<file path="src/rtl/vbs_pkg.sv">
package vbs_pkg;
    localparam int SAD4_W_DEF = 12;
    localparam int SRANGE_DEF = 8;
    localparam int NUM_BLK    = 16;
    localparam int NUM_SLOT   = 41;
    // first slot of each shape group
    localparam int BASE_4X8   = 16;
    localparam int BASE_8X4   = 24;
    localparam int BASE_8X8   = 32;
    localparam int BASE_8X16  = 36;
    localparam int BASE_16X8  = 38;
    localparam int BASE_16X16 = 40;

    typedef enum logic {ST_IDLE, ST_RUN} srch_state_e;

    function automatic int blk_idx(input int row, input int col);
        return row * 4 + col;
    endfunction
endpackage

</file>
<file path="src/rtl/vbs_vert_tree.sv">
module vbs_vert_tree #(
    parameter int SAD_W = 16
) (
    input  logic [15:0][SAD_W-1:0] blk,
    output logic [7:0][SAD_W-1:0]  s4x8,
    output logic [3:0][SAD_W-1:0]  s8x8,
    output logic [1:0][SAD_W-1:0]  s8x16,
    output logic [SAD_W-1:0]       s16x16
);
    import vbs_pkg::*;
    for (genvar p = 0; p < 2; p++) begin : g_pair_row
        for (genvar c = 0; c < 4; c++) begin : g_col
            assign s4x8[p*4+c] = blk[blk_idx(2*p, c)] + blk[blk_idx(2*p+1, c)];
        end
        for (genvar q = 0; q < 2; q++) begin : g_quad
            assign s8x8[p*2+q] = s4x8[p*4+2*q] + s4x8[p*4+2*q+1];
        end
    end
    for (genvar q = 0; q < 2; q++) begin : g_tall
        assign s8x16[q] = s8x8[q] + s8x8[2+q];
    end
    assign s16x16 = s8x16[0] + s8x16[1];
endmodule

</file>
<file path="src/rtl/vbs_horz_tree.sv">
module vbs_horz_tree #(
    parameter int SAD_W = 16
) (
    input  logic [15:0][SAD_W-1:0] blk,
    input  logic [3:0][SAD_W-1:0]  s8x8,
    output logic [7:0][SAD_W-1:0]  s8x4,
    output logic [1:0][SAD_W-1:0]  s16x8
);
    import vbs_pkg::*;
    for (genvar r = 0; r < 4; r++) begin : g_row
        for (genvar q = 0; q < 2; q++) begin : g_half
            assign s8x4[r*2+q] = blk[blk_idx(r, 2*q)] + blk[blk_idx(r, 2*q+1)];
        end
    end
    for (genvar p = 0; p < 2; p++) begin : g_wide
        assign s16x8[p] = s8x8[p*2] + s8x8[p*2+1];
    end
endmodule

</file>
<file path="src/rtl/vbs_cand_ctr.sv">
module vbs_cand_ctr
    import vbs_pkg::*;
#(
    parameter int SEARCH_R = 8,
    parameter int MVC_W    = 4
) (
    input  logic               clk,
    input  logic               rst,
    input  logic               start,
    input  logic               valid,
    output logic               accept,
    output logic               busy,
    output logic               done,
    output logic [2*MVC_W-1:0] cand_mv
);
    localparam logic [MVC_W-1:0] OFS = MVC_W'(SEARCH_R);

    srch_state_e        state;
    logic [2*MVC_W-1:0] idx;
    logic [MVC_W-1:0]   dx, dy;

    assign busy    = (state == ST_RUN);
    assign accept  = valid && busy && !start;
    assign dx      = idx[MVC_W-1:0] - OFS;
    assign dy      = idx[2*MVC_W-1:MVC_W] - OFS;
    assign cand_mv = {dy, dx};

    always_ff @(posedge clk) begin
        if (rst) begin
            state <= ST_IDLE;
            idx   <= '0;
            done  <= 1'b0;
        end else begin
            done <= 1'b0;
            if (start) begin
                state <= ST_RUN;
                idx   <= '0;
            end else if (accept) begin
                idx <= idx + 1'b1;
                if (idx == '1) begin
                    state <= ST_IDLE;
                    done  <= 1'b1;
                end
            end
        end
    end
endmodule

</file>
<file path="src/rtl/vbs_min_slot.sv">
module vbs_min_slot #(
    parameter int SAD_W = 16,
    parameter int MV_W  = 8
) (
    input  logic             clk,
    input  logic             rst,
    input  logic             clr,
    input  logic             upd,
    input  logic [SAD_W-1:0] cand_sad,
    input  logic [MV_W-1:0]  cand_mv,
    output logic [SAD_W-1:0] best_sad,
    output logic [MV_W-1:0]  best_mv
);
    always_ff @(posedge clk) begin
        if (rst || clr) begin
            best_sad <= '1;
            best_mv  <= '0;
        end else if (upd && (cand_sad < best_sad)) begin
            best_sad <= cand_sad;
            best_mv  <= cand_mv;
        end
    end
endmodule

</file>
<file path="src/rtl/vbs_sad_merger.sv">
module vbs_sad_merger
    import vbs_pkg::*;
#(
    parameter int SAD4_W   = SAD4_W_DEF,
    parameter int SEARCH_R = SRANGE_DEF
) (
    input  logic                                      clk,
    input  logic                                      rst,
    input  logic                                      start,
    input  logic                                      valid,
    input  logic [NUM_BLK*SAD4_W-1:0]                 sad4,
    output logic                                      done,
    output logic [NUM_SLOT*(SAD4_W+4)-1:0]            min_sad,
    output logic [NUM_SLOT*2*$clog2(2*SEARCH_R)-1:0]  min_mv
);
    localparam int SAD_W = SAD4_W + 4;
    localparam int MVC_W = $clog2(2 * SEARCH_R);
    localparam int MV_W  = 2 * MVC_W;

    typedef struct packed {
        logic [SAD_W-1:0] cost;
        logic [MV_W-1:0]  vec;
    } slot_t;

    logic [15:0][SAD_W-1:0] blk;
    logic [7:0][SAD_W-1:0]  s4x8, s8x4;
    logic [3:0][SAD_W-1:0]  s8x8;
    logic [1:0][SAD_W-1:0]  s8x16, s16x8;
    logic [SAD_W-1:0]       s16x16;
    logic [NUM_SLOT-1:0][SAD_W-1:0] cand;
    slot_t [NUM_SLOT-1:0]   best;
    logic                   accept, run;
    logic [MV_W-1:0]        cand_mv;

    for (genvar b = 0; b < NUM_BLK; b++) begin : g_ext
        assign blk[b] = SAD_W'(sad4[b*SAD4_W +: SAD4_W]);
    end

    vbs_vert_tree #(.SAD_W(SAD_W)) u_vert (
        .blk(blk), .s4x8(s4x8), .s8x8(s8x8), .s8x16(s8x16), .s16x16(s16x16)
    );

    vbs_horz_tree #(.SAD_W(SAD_W)) u_horz (
        .blk(blk), .s8x8(s8x8), .s8x4(s8x4), .s16x8(s16x8)
    );

    vbs_cand_ctr #(.SEARCH_R(SEARCH_R), .MVC_W(MVC_W)) u_ctr (
        .clk(clk), .rst(rst), .start(start), .valid(valid),
        .accept(accept), .busy(run), .done(done), .cand_mv(cand_mv)
    );

    // gather every shape's cost into slot order
    for (genvar i = 0; i < 16; i++) begin : g_c4
        assign cand[i] = blk[i];
    end
    for (genvar i = 0; i < 8; i++) begin : g_c8
        assign cand[BASE_4X8+i] = s4x8[i];
        assign cand[BASE_8X4+i] = s8x4[i];
    end
    for (genvar i = 0; i < 4; i++) begin : g_c88
        assign cand[BASE_8X8+i] = s8x8[i];
    end
    for (genvar i = 0; i < 2; i++) begin : g_c16
        assign cand[BASE_8X16+i] = s8x16[i];
        assign cand[BASE_16X8+i] = s16x8[i];
    end
    assign cand[BASE_16X16] = s16x16;

    for (genvar n = 0; n < NUM_SLOT; n++) begin : g_slot
        vbs_min_slot #(.SAD_W(SAD_W), .MV_W(MV_W)) u_slot (
            .clk(clk), .rst(rst), .clr(start), .upd(accept),
            .cand_sad(cand[n]), .cand_mv(cand_mv),
            .best_sad(best[n].cost), .best_mv(best[n].vec)
        );
        assign min_sad[n*SAD_W +: SAD_W] = best[n].cost;
        assign min_mv[n*MV_W +: MV_W]    = best[n].vec;
    end
endmodule

</file>
<file path="config.mk">
export PLATFORM = sky130hd
export DESIGN_NAME = vbs_sad_merger
export DESIGN_NICKNAME = d
export VERILOG_FILES = /design/src/rtl/vbs_pkg.sv /design/src/rtl/vbs_vert_tree.sv /design/src/rtl/vbs_horz_tree.sv /design/src/rtl/vbs_cand_ctr.sv /design/src/rtl/vbs_min_slot.sv /design/src/rtl/vbs_sad_merger.sv
export SDC_FILE = /design/constraint.sdc
export NUM_CORES = 2
export LEC_CHECK = 0
export CAP_MARGIN = 10
export CORE_AREA = 2 2 463 465
export DETAILED_ROUTE_END_ITERATION = 10
export DIE_AREA = 0 0 465 467
export SYNTH_ARGS = -nofsm -noshare
export SYNTH_HDL_FRONTEND = slang
export SYNTH_SLANG_ARGS = --single-unit
</file>
<file path="constraint.sdc">
create_clock -name clk -period 7.7 [get_ports clk]
set_input_delay 1.155 -clock clk [delete_from_list [all_inputs] [get_ports clk]]
set_output_delay 1.155 -clock clk [all_outputs]
set_load 0.01 [all_outputs]
</file>
# Yosys cells after proc, flatten, opt, wreduce, memory -nomap -nowiden
# Index checks and enable logic that the tools add are counted.
# Widths: inputs -> output; s select.
[op_classes]
add_sub_neg = 28
n_lt_le_gt_ge = 41
eq_ne = 1
muxes = 4
bitwise_logic = 1
n_reduce_logical = 50
[op_table]
columns = ["cell", "n"]
rows = [
  ["$lt 12x16->1", 16],
  ["$lt 13x16->1", 16],
  ["$add 12x12->13", 16],
  ["$add 16x16->16", 9],
  ["$lt 16x16->1", 9],
  ["$logic_and 1x1->1", 43],
  ["$add 8x1->8 const B", 1],
  ["$eq 8x8->1 const B", 1],
  ["$sub 4x4->4 const B", 2],
  ["$mux 1", 4],
  ["$reduce_bool 2->1", 2],
  ["$reduce_or 3->1", 1],
  ["$reduce_and 2->1", 1],
  ["$reduce_or 2->1", 1],
  ["$logic_not 1->1", 1],
  ["$logic_or 1x1->1", 1],
  ["$not 1->1", 1],
]
[word_totals]
register_bits = 994
in_bits = 196
elab_cells = 210

# Longest topological paths before layout
[logic_depth]
depth_word = 6
ltp_mapped = 34
ltp_nobuf = 33

# Modules after synthesis
# Synthesis repeated with hierarchy kept, for this count alone.
[hier_totals]
cells_unflattened = 8840
hier_area_um2 = 76676.0
[by_module_without_submodules]
columns = ["mod", "instances", "cells_each", "area_per_inst_um2", "seq_area_each_um2"]
rows = [
  ["vbs_min_slot", 41, 162, 1447.6, 480.5],
  ["vbs_vert_tree", 1, 1291, 10357.4, 0.0],
  ["vbs_horz_tree", 1, 847, 6468.7, 0.0],
  ["vbs_cand_ctr", 1, 59, 493.0, 200.2],
  ["vbs_sad_merger", 1, 1, 3.8, 0.0],
]

# Least setup slack after synthesis
# No wires, ideal clock.
[synth_path]
path_type = "input port to flip-flop"
from = "in sad4[0]"
to = "reg g_slot[40].u_slot.best_sad[14]"
arrival_ns = 8.267
required_ns = 7.580
path_slack_ns = -0.687
stages = 31
cell_sequence = "ha_1 -> fa_1 -> a21oi_1 -> o22ai_1 -> o32a_1 -> xnor2_1 -> o31ai_1 -> a221oi_1 -> nor2_1 -> o21a_1 -> a21oi_1 -> maj3_1 -> xnor2_1 -> ha_1 -> clkdlybuf4s50_2 -> a211o_2 -> o21ai_1 -> nor2_1 -> ha_1 -> a31o_1 -> maj3_1 -> a21oi_1 -> xnor2_1 -> ha_1 -> a21o_1 -> a211oi_1 -> nor4b_1 -> or2_2 -> clkbuf_8 -> nor2_1 -> a211o_1"
[synth_via]
elab_chain_cells = 6
[synth_rtl]
columns = ["item", "line", "rtl"]
rows = [
  ["from (decl)", "vbs_sad_merger.sv:11", "input logic [NUM_BLK*SAD4_W-1:0] sad4,"],
  ["$add 12x12->13 *", "vbs_vert_tree.sv:13", "assign s4x8[p*4+c] = blk[blk_idx(2*p, c)] + blk[blk_idx(2*p+1, c)];"],
  ["$add 16x16->16 *", "vbs_vert_tree.sv:16", "assign s8x8[p*2+q] = s4x8[p*4+2*q] + s4x8[p*4+2*q+1];"],
  ["via g_slot[32].u_slot.cand_sad[11]", "vbs_min_slot.sv:9", "input logic [SAD_W-1:0] cand_sad,"],
  ["$add 16x16->16 *", "vbs_vert_tree.sv:20", "assign s8x16[q] = s8x8[q] + s8x8[2+q];"],
  ["$add 16x16->16 *", "vbs_vert_tree.sv:22", "assign s16x16 = s8x16[0] + s8x16[1];"],
  ["via g_slot[40].u_slot.cand_sad[14]", "vbs_min_slot.sv:9", ""],
  ["$lt 16x16->1", "vbs_min_slot.sv:18", "end else if (upd && (cand_sad < best_sad)) begin"],
  ["$logic_and 1x1->1", "vbs_min_slot.sv:18", ""],
  ["to (signal assigned)", "vbs_min_slot.sv:19", "best_sad <= cand_sad;"],
  ["to (decl)", "vbs_min_slot.sv:11", "output logic [SAD_W-1:0] best_sad,"],
]
# The timed path passes the listed nets; every way through them passes the cells marked *.
# A chain may end at the register's enable or synchronous reset.

# Worst setup path after layout
[layout_path]
from = "in sad4[50]"
to = "reg g_slot[40].u_slot.best_sad[13]"
[layout_via]
elab_chain_cells = 6
[layout_rtl]
columns = ["item", "line"]
rows = [
  ["$add 12x12->13", "vbs_vert_tree.sv:13"],
  ["$add 16x16->16", "vbs_vert_tree.sv:16"],
  ["via g_slot[32].u_slot.cand_sad[11]", "vbs_min_slot.sv:9"],
  ["$add 16x16->16", "vbs_vert_tree.sv:20"],
  ["$add 16x16->16", "vbs_vert_tree.sv:22"],
  ["via g_slot[40].u_slot.cand_sad[14]", "vbs_min_slot.sv:9"],
  ["$lt 16x16->1", "vbs_min_slot.sv:18"],
  ["$logic_and 1x1->1", "vbs_min_slot.sv:18"],
]
# The timed path passes the listed nets, and every way through them passes these cells.

==> results.py <==
metrics = {
    "cts": {
        "cts_hold_repair.buffers": 0,
        "cts_buffer_depth": 3,
        "tritoncts_clock_tree": "built",
        "cts_htree_levels": 3,
        "cts_sinks": 910,
        "path_clk_slew_ns": 0.06,
        "cts_buffers": 110,
        "clk_latency_ns": 0.79,
        "cts-root-buf": "sky130_fd_sc_hd__clkbuf_16",
    },
    "setup_path": {
        "crit_path_start_kind": "input port",
        "path_class": "in -> reg",
        "worstRegToRegCells": 16,
        "worst_path_largest_cell_delay_ns": 0.67,
        "critical_path_required_time_ns": 8.36,
        "cell_at_the_slowest_stage_of_the_critical_path": "sky130_fd_sc_hd__clkdlybuf4s50_1",
        "timing.critical_path.mode_cell": "sky130_fd_sc_hd__ha_1",
        "cp-end-kind": "flop",
        "cp.arrival_ns": 8.27,
        "timing.critical_path.fanout_max": 7,
    },
    "timing": {
        "fin_hold_ws_ns": 0.461,
        "finalHoldViolCount": 0,
        "rsz_0062_raised_after_global_routing": "yes",
        "min_period_ns": 7.62,
        "timing.final.crit_share_pct": 98.9,
        "finalSetupViolCount": 0,
        "worst_slew_margin_rel_pct": 16.8,
        "fmax_mhz": 131,
        "tightest_slew_ns": 1.24,
        "fin_skew_ns": 0.0389,
        "slew_violations": 0,
    },
    "job": {
        "maxCapViolCount": 0,
    },
    "pwr": {
        "p_int_mw": 18.1,
        "power_density_nw_per_um2": 362,
        "power_frac_clock_pct": 18.8,
        "power.share.sequential_pct": 16.4,
        "p_sw_share_pct": 39.5,
        "finalPower_mw": 29.9,
        "peakVddDrop_mv": 0.946,
        "net-switching-power_mw": 11.8,
        "power.leakage_nw": 45.7,
        "comb_power_share_pct": 64.8,
    },
    "min_path": {
        "hp-class": "reg -> reg",
        "hold-path-cell-count": 2,
    },
    "final_layout": {
        "final_layout_size_suffix_gt1_share_pct": 16.1,
        "synthToLayoutAreaGrowth_pct": 45.8,
        "finish.utilization_pct": 39.0,
        "nets": 9100,
        "number_of_non_filler_instances_in_the_completed_layout": 11031,
    },
    "logic_synthesis": {
        "cell_accounting_for_the_most_synthesized_area": "sky130_fd_sc_hd__dfxtp_1",
        "yosys_warnings": 0,
        "synthesis.area_per_instance_sq_um": 8.99,
        "ys.flop_type": "sky130_fd_sc_hd__dfxtp_1",
        "yosys.area_share.simple_pct": 10.0,
        "seq_area_frac_synth_pct": 32.2,
        "post_synth_top_area_share_pct": 32.2,
        "synth.distinct_cells": 116,
        "yosys_register_bits": 910,
        "synth_enable_flop_cells": 0,
        "syn_nets": 7289,
        "post_synth_inst_count": 6296,
        "synth-adder-area-share_pct": 18.3,
        "synth_xor_xnor_area_share_pct": 4.63,
        "share_of_cell_area_taken_by_muxes_after_synthesis_pct": 11.9,
        "synthTopCellsByCount": "sky130_fd_sc_hd__dfxtp_1 (910), sky130_fd_sc_hd__ha_1 (772), sky130_fd_sc_hd__mux2i_1 (672), sky130_fd_sc_hd__nand2_1 (658), sky130_fd_sc_hd__inv_1 (635)",
        "synth_area_sq_um": 56600,
        "synth_top_family_by_area": "adder cells",
        "yosys-top-cells-area": "sky130_fd_sc_hd__dfxtp_1 (32%), sky130_fd_sc_hd__ha_1 (17%), sky130_fd_sc_hd__mux2i_1 (12%)",
        "synthArstFlopShare_pct": 0,
        "complex_gate_fraction_of_the_synthesized_area_pct": 15.8,
        "yosysMostFrequentCell": "sky130_fd_sc_hd__dfxtp_1",
    },
    "place": {
        "portBuffers": 1180,
        "globalplace.congestion": 0.922,
        "post-dp-hpwl_mm": 211,
        "count_of_placed_standard_cells_including_taps": 10775,
    },
    "floorplan": {
        "floorplan.die.height_um": 467,
        "core_ar_sq_um": 212000,
        "die_area_sq_um": 217000,
        "num_rows": 169,
        "initial_core_util_pct": 26.7,
        "die_width_um": 465,
        "ioPinCount": 1181,
    },
    "routing": {
        "drtAntennaViolNets": 0,
        "vias": 52657,
        "vias_per_cell": 4.77,
        "drc": 0,
        "routedWlPerCell_um": 23.7,
        "routed_wirelength_mm": 262,
        "drt-initial-drc-count": 3888,
        "drt_pass1_iterations": 6,
    },
    "global_route": {
        "grt_overflow_total": 0,
        "grt_first_pass_wirelength_mm": 364,
        "antenna_found_initial": 30,
        "grt_start_max_net_pins": 142,
        "global_route_total_usage_across_every_layer_pct": 23.1,
        "first_global_vias": 51010,
    },
    "outcome": {
        "outcome": "completed",
    },
}
## area by class of cell
class	count	area (sq um)
Fill cell	20987	129000
Timing Repair Buffer	2039	18600
Antenna cell	14	35.0
Sequential cell	910	18200
Clock buffer	155	3090
Tap cell	2821	3530
Clock inverter	46	714
Inverter	640	2400
Multi-Input combinational cell	4406	35900
## per-layer routing
layer  routed length (um)  global-route usage [%]
met1               116000                    30.9
met2               114000                    36.0
met3                22700                    6.00
met4                 9160                    7.47
met5                   69                       0
## registers in the layout, indices dropped and copies added (netlist names)
register	flops
g_slot.u_slot.best_sad	572
g_slot.u_slot.best_mv	328
u_ctr.idx	8
u_ctr.busy	1
u_ctr.done	1
## path summary, 6_finish.rpt
path	startpoint	endpoint	slack, ns
worst min-delay path	g_slot[16].u_slot.best_mv[1]	g_slot[16].u_slot.best_mv[1]	0.46
worst min register to register	g_slot[16].u_slot.best_mv[1]	g_slot[16].u_slot.best_mv[1]	0.46
worst max-delay path	sad4[50]	g_slot[40].u_slot.best_sad[13]	0.08
worst max register to register	g_slot[22].u_slot.best_sad[1]	g_slot[22].u_slot.best_sad[10]	3.18
## cell usage in the layout, fill, tap and decap left out, drive strengths merged, types with 7 or more instances in the layout
cell type | synthesis | final
o22ai | 10 | 10
nor3 | 28 | 28
or2 | 7 | 7
nand2 | 659 | 659
bufinv | 0 | 13
ha | 772 | 772
a21o | 451 | 451
o221ai | 18 | 18
nand4 | 7 | 7
buf | 135 | 859
dfxtp | 910 | 910
xor2 | 75 | 75
nand2b | 90 | 90
o211ai | 160 | 160
xnor2 | 193 | 193
or3 | 7 | 7
clkbuf | 204 | 160
o21a | 32 | 32
a31o | 8 | 8
a211oi | 34 | 34
nor2b | 29 | 29
a31oi | 15 | 15
a21oi | 260 | 260
nor2 | 475 | 475
clkinv | 1 | 25
o21ai | 135 | 135
maj3 | 21 | 21
nand3 | 22 | 22
clkdlybuf4s50 | 1 | 1156
inv | 639 | 646
and2 | 7 | 7
o21bai | 83 | 83
o31ai | 7 | 7
fa | 25 | 25
o311ai | 7 | 7
diode | 0 | 14
mux2i | 672 | 672
dlymetal6s2s | 0 | 14
## through the flow
step / cell area, sq um / setup WS, ns / TNS, ns
final: 82500 / 0.0850 / 0
after global routing: 82500 / -0.127 / -1.94
after CTS: 81700 / 0.00375 / 0
after detailed placement: 77300 / -1.55 / -65.10
after global placement: 77300 / -1.41 / -49.30
after floorplan: 56700 / 0.000406 / 0
## worst max-delay path, delay by kind of cell
family                     cells  cell delay (ns)
and+or+nand+nor                5             0.79
AOI/OAI and AO/OA             15             2.79
buffers and inverters          5             1.26
adders and majority gates      7             2.03
xor gates and xnor gates       2             0.22
## power groups by stage
stage / sequential, mW / clock (mW) / combinational [mW]
2_1_floorplan: 4.99 / 0 / 8.64
3_3_place_gp: 4.99 / 0 / 17.7
3_5_place_dp: 5.00 / 0 / 18.0
4_1_cts: 4.89 / 5.74 / 18.6
5_1_grt: 4.90 / 5.92 / 21.0
6_report: 4.89 / 5.62 / 19.4
## kinds of logic (layout without fill, tap and decap cells)
| family | after synthesis | after routing |
|---|---|---|
| fa+ha+maj | 818 | 818 |
| mux | 672 | 672 |
| flops | 910 | 910 |
| other cells | 0 | 14 |
| simple gates | 1360 | 1360 |
| xor+xnor | 274 | 274 |
| buf+inv | 980 | 2880 |
| compound gates | 1282 | 1282 |
## repair_timing
action / in CTS / in global routing
resized for setup: 77 / 138
endpoints found under the setup margin: 24 / 24
setup buffers: 18 / 24
pin swaps: 34 / 74
Note: power is estimated with default switching activity, not from simulation.
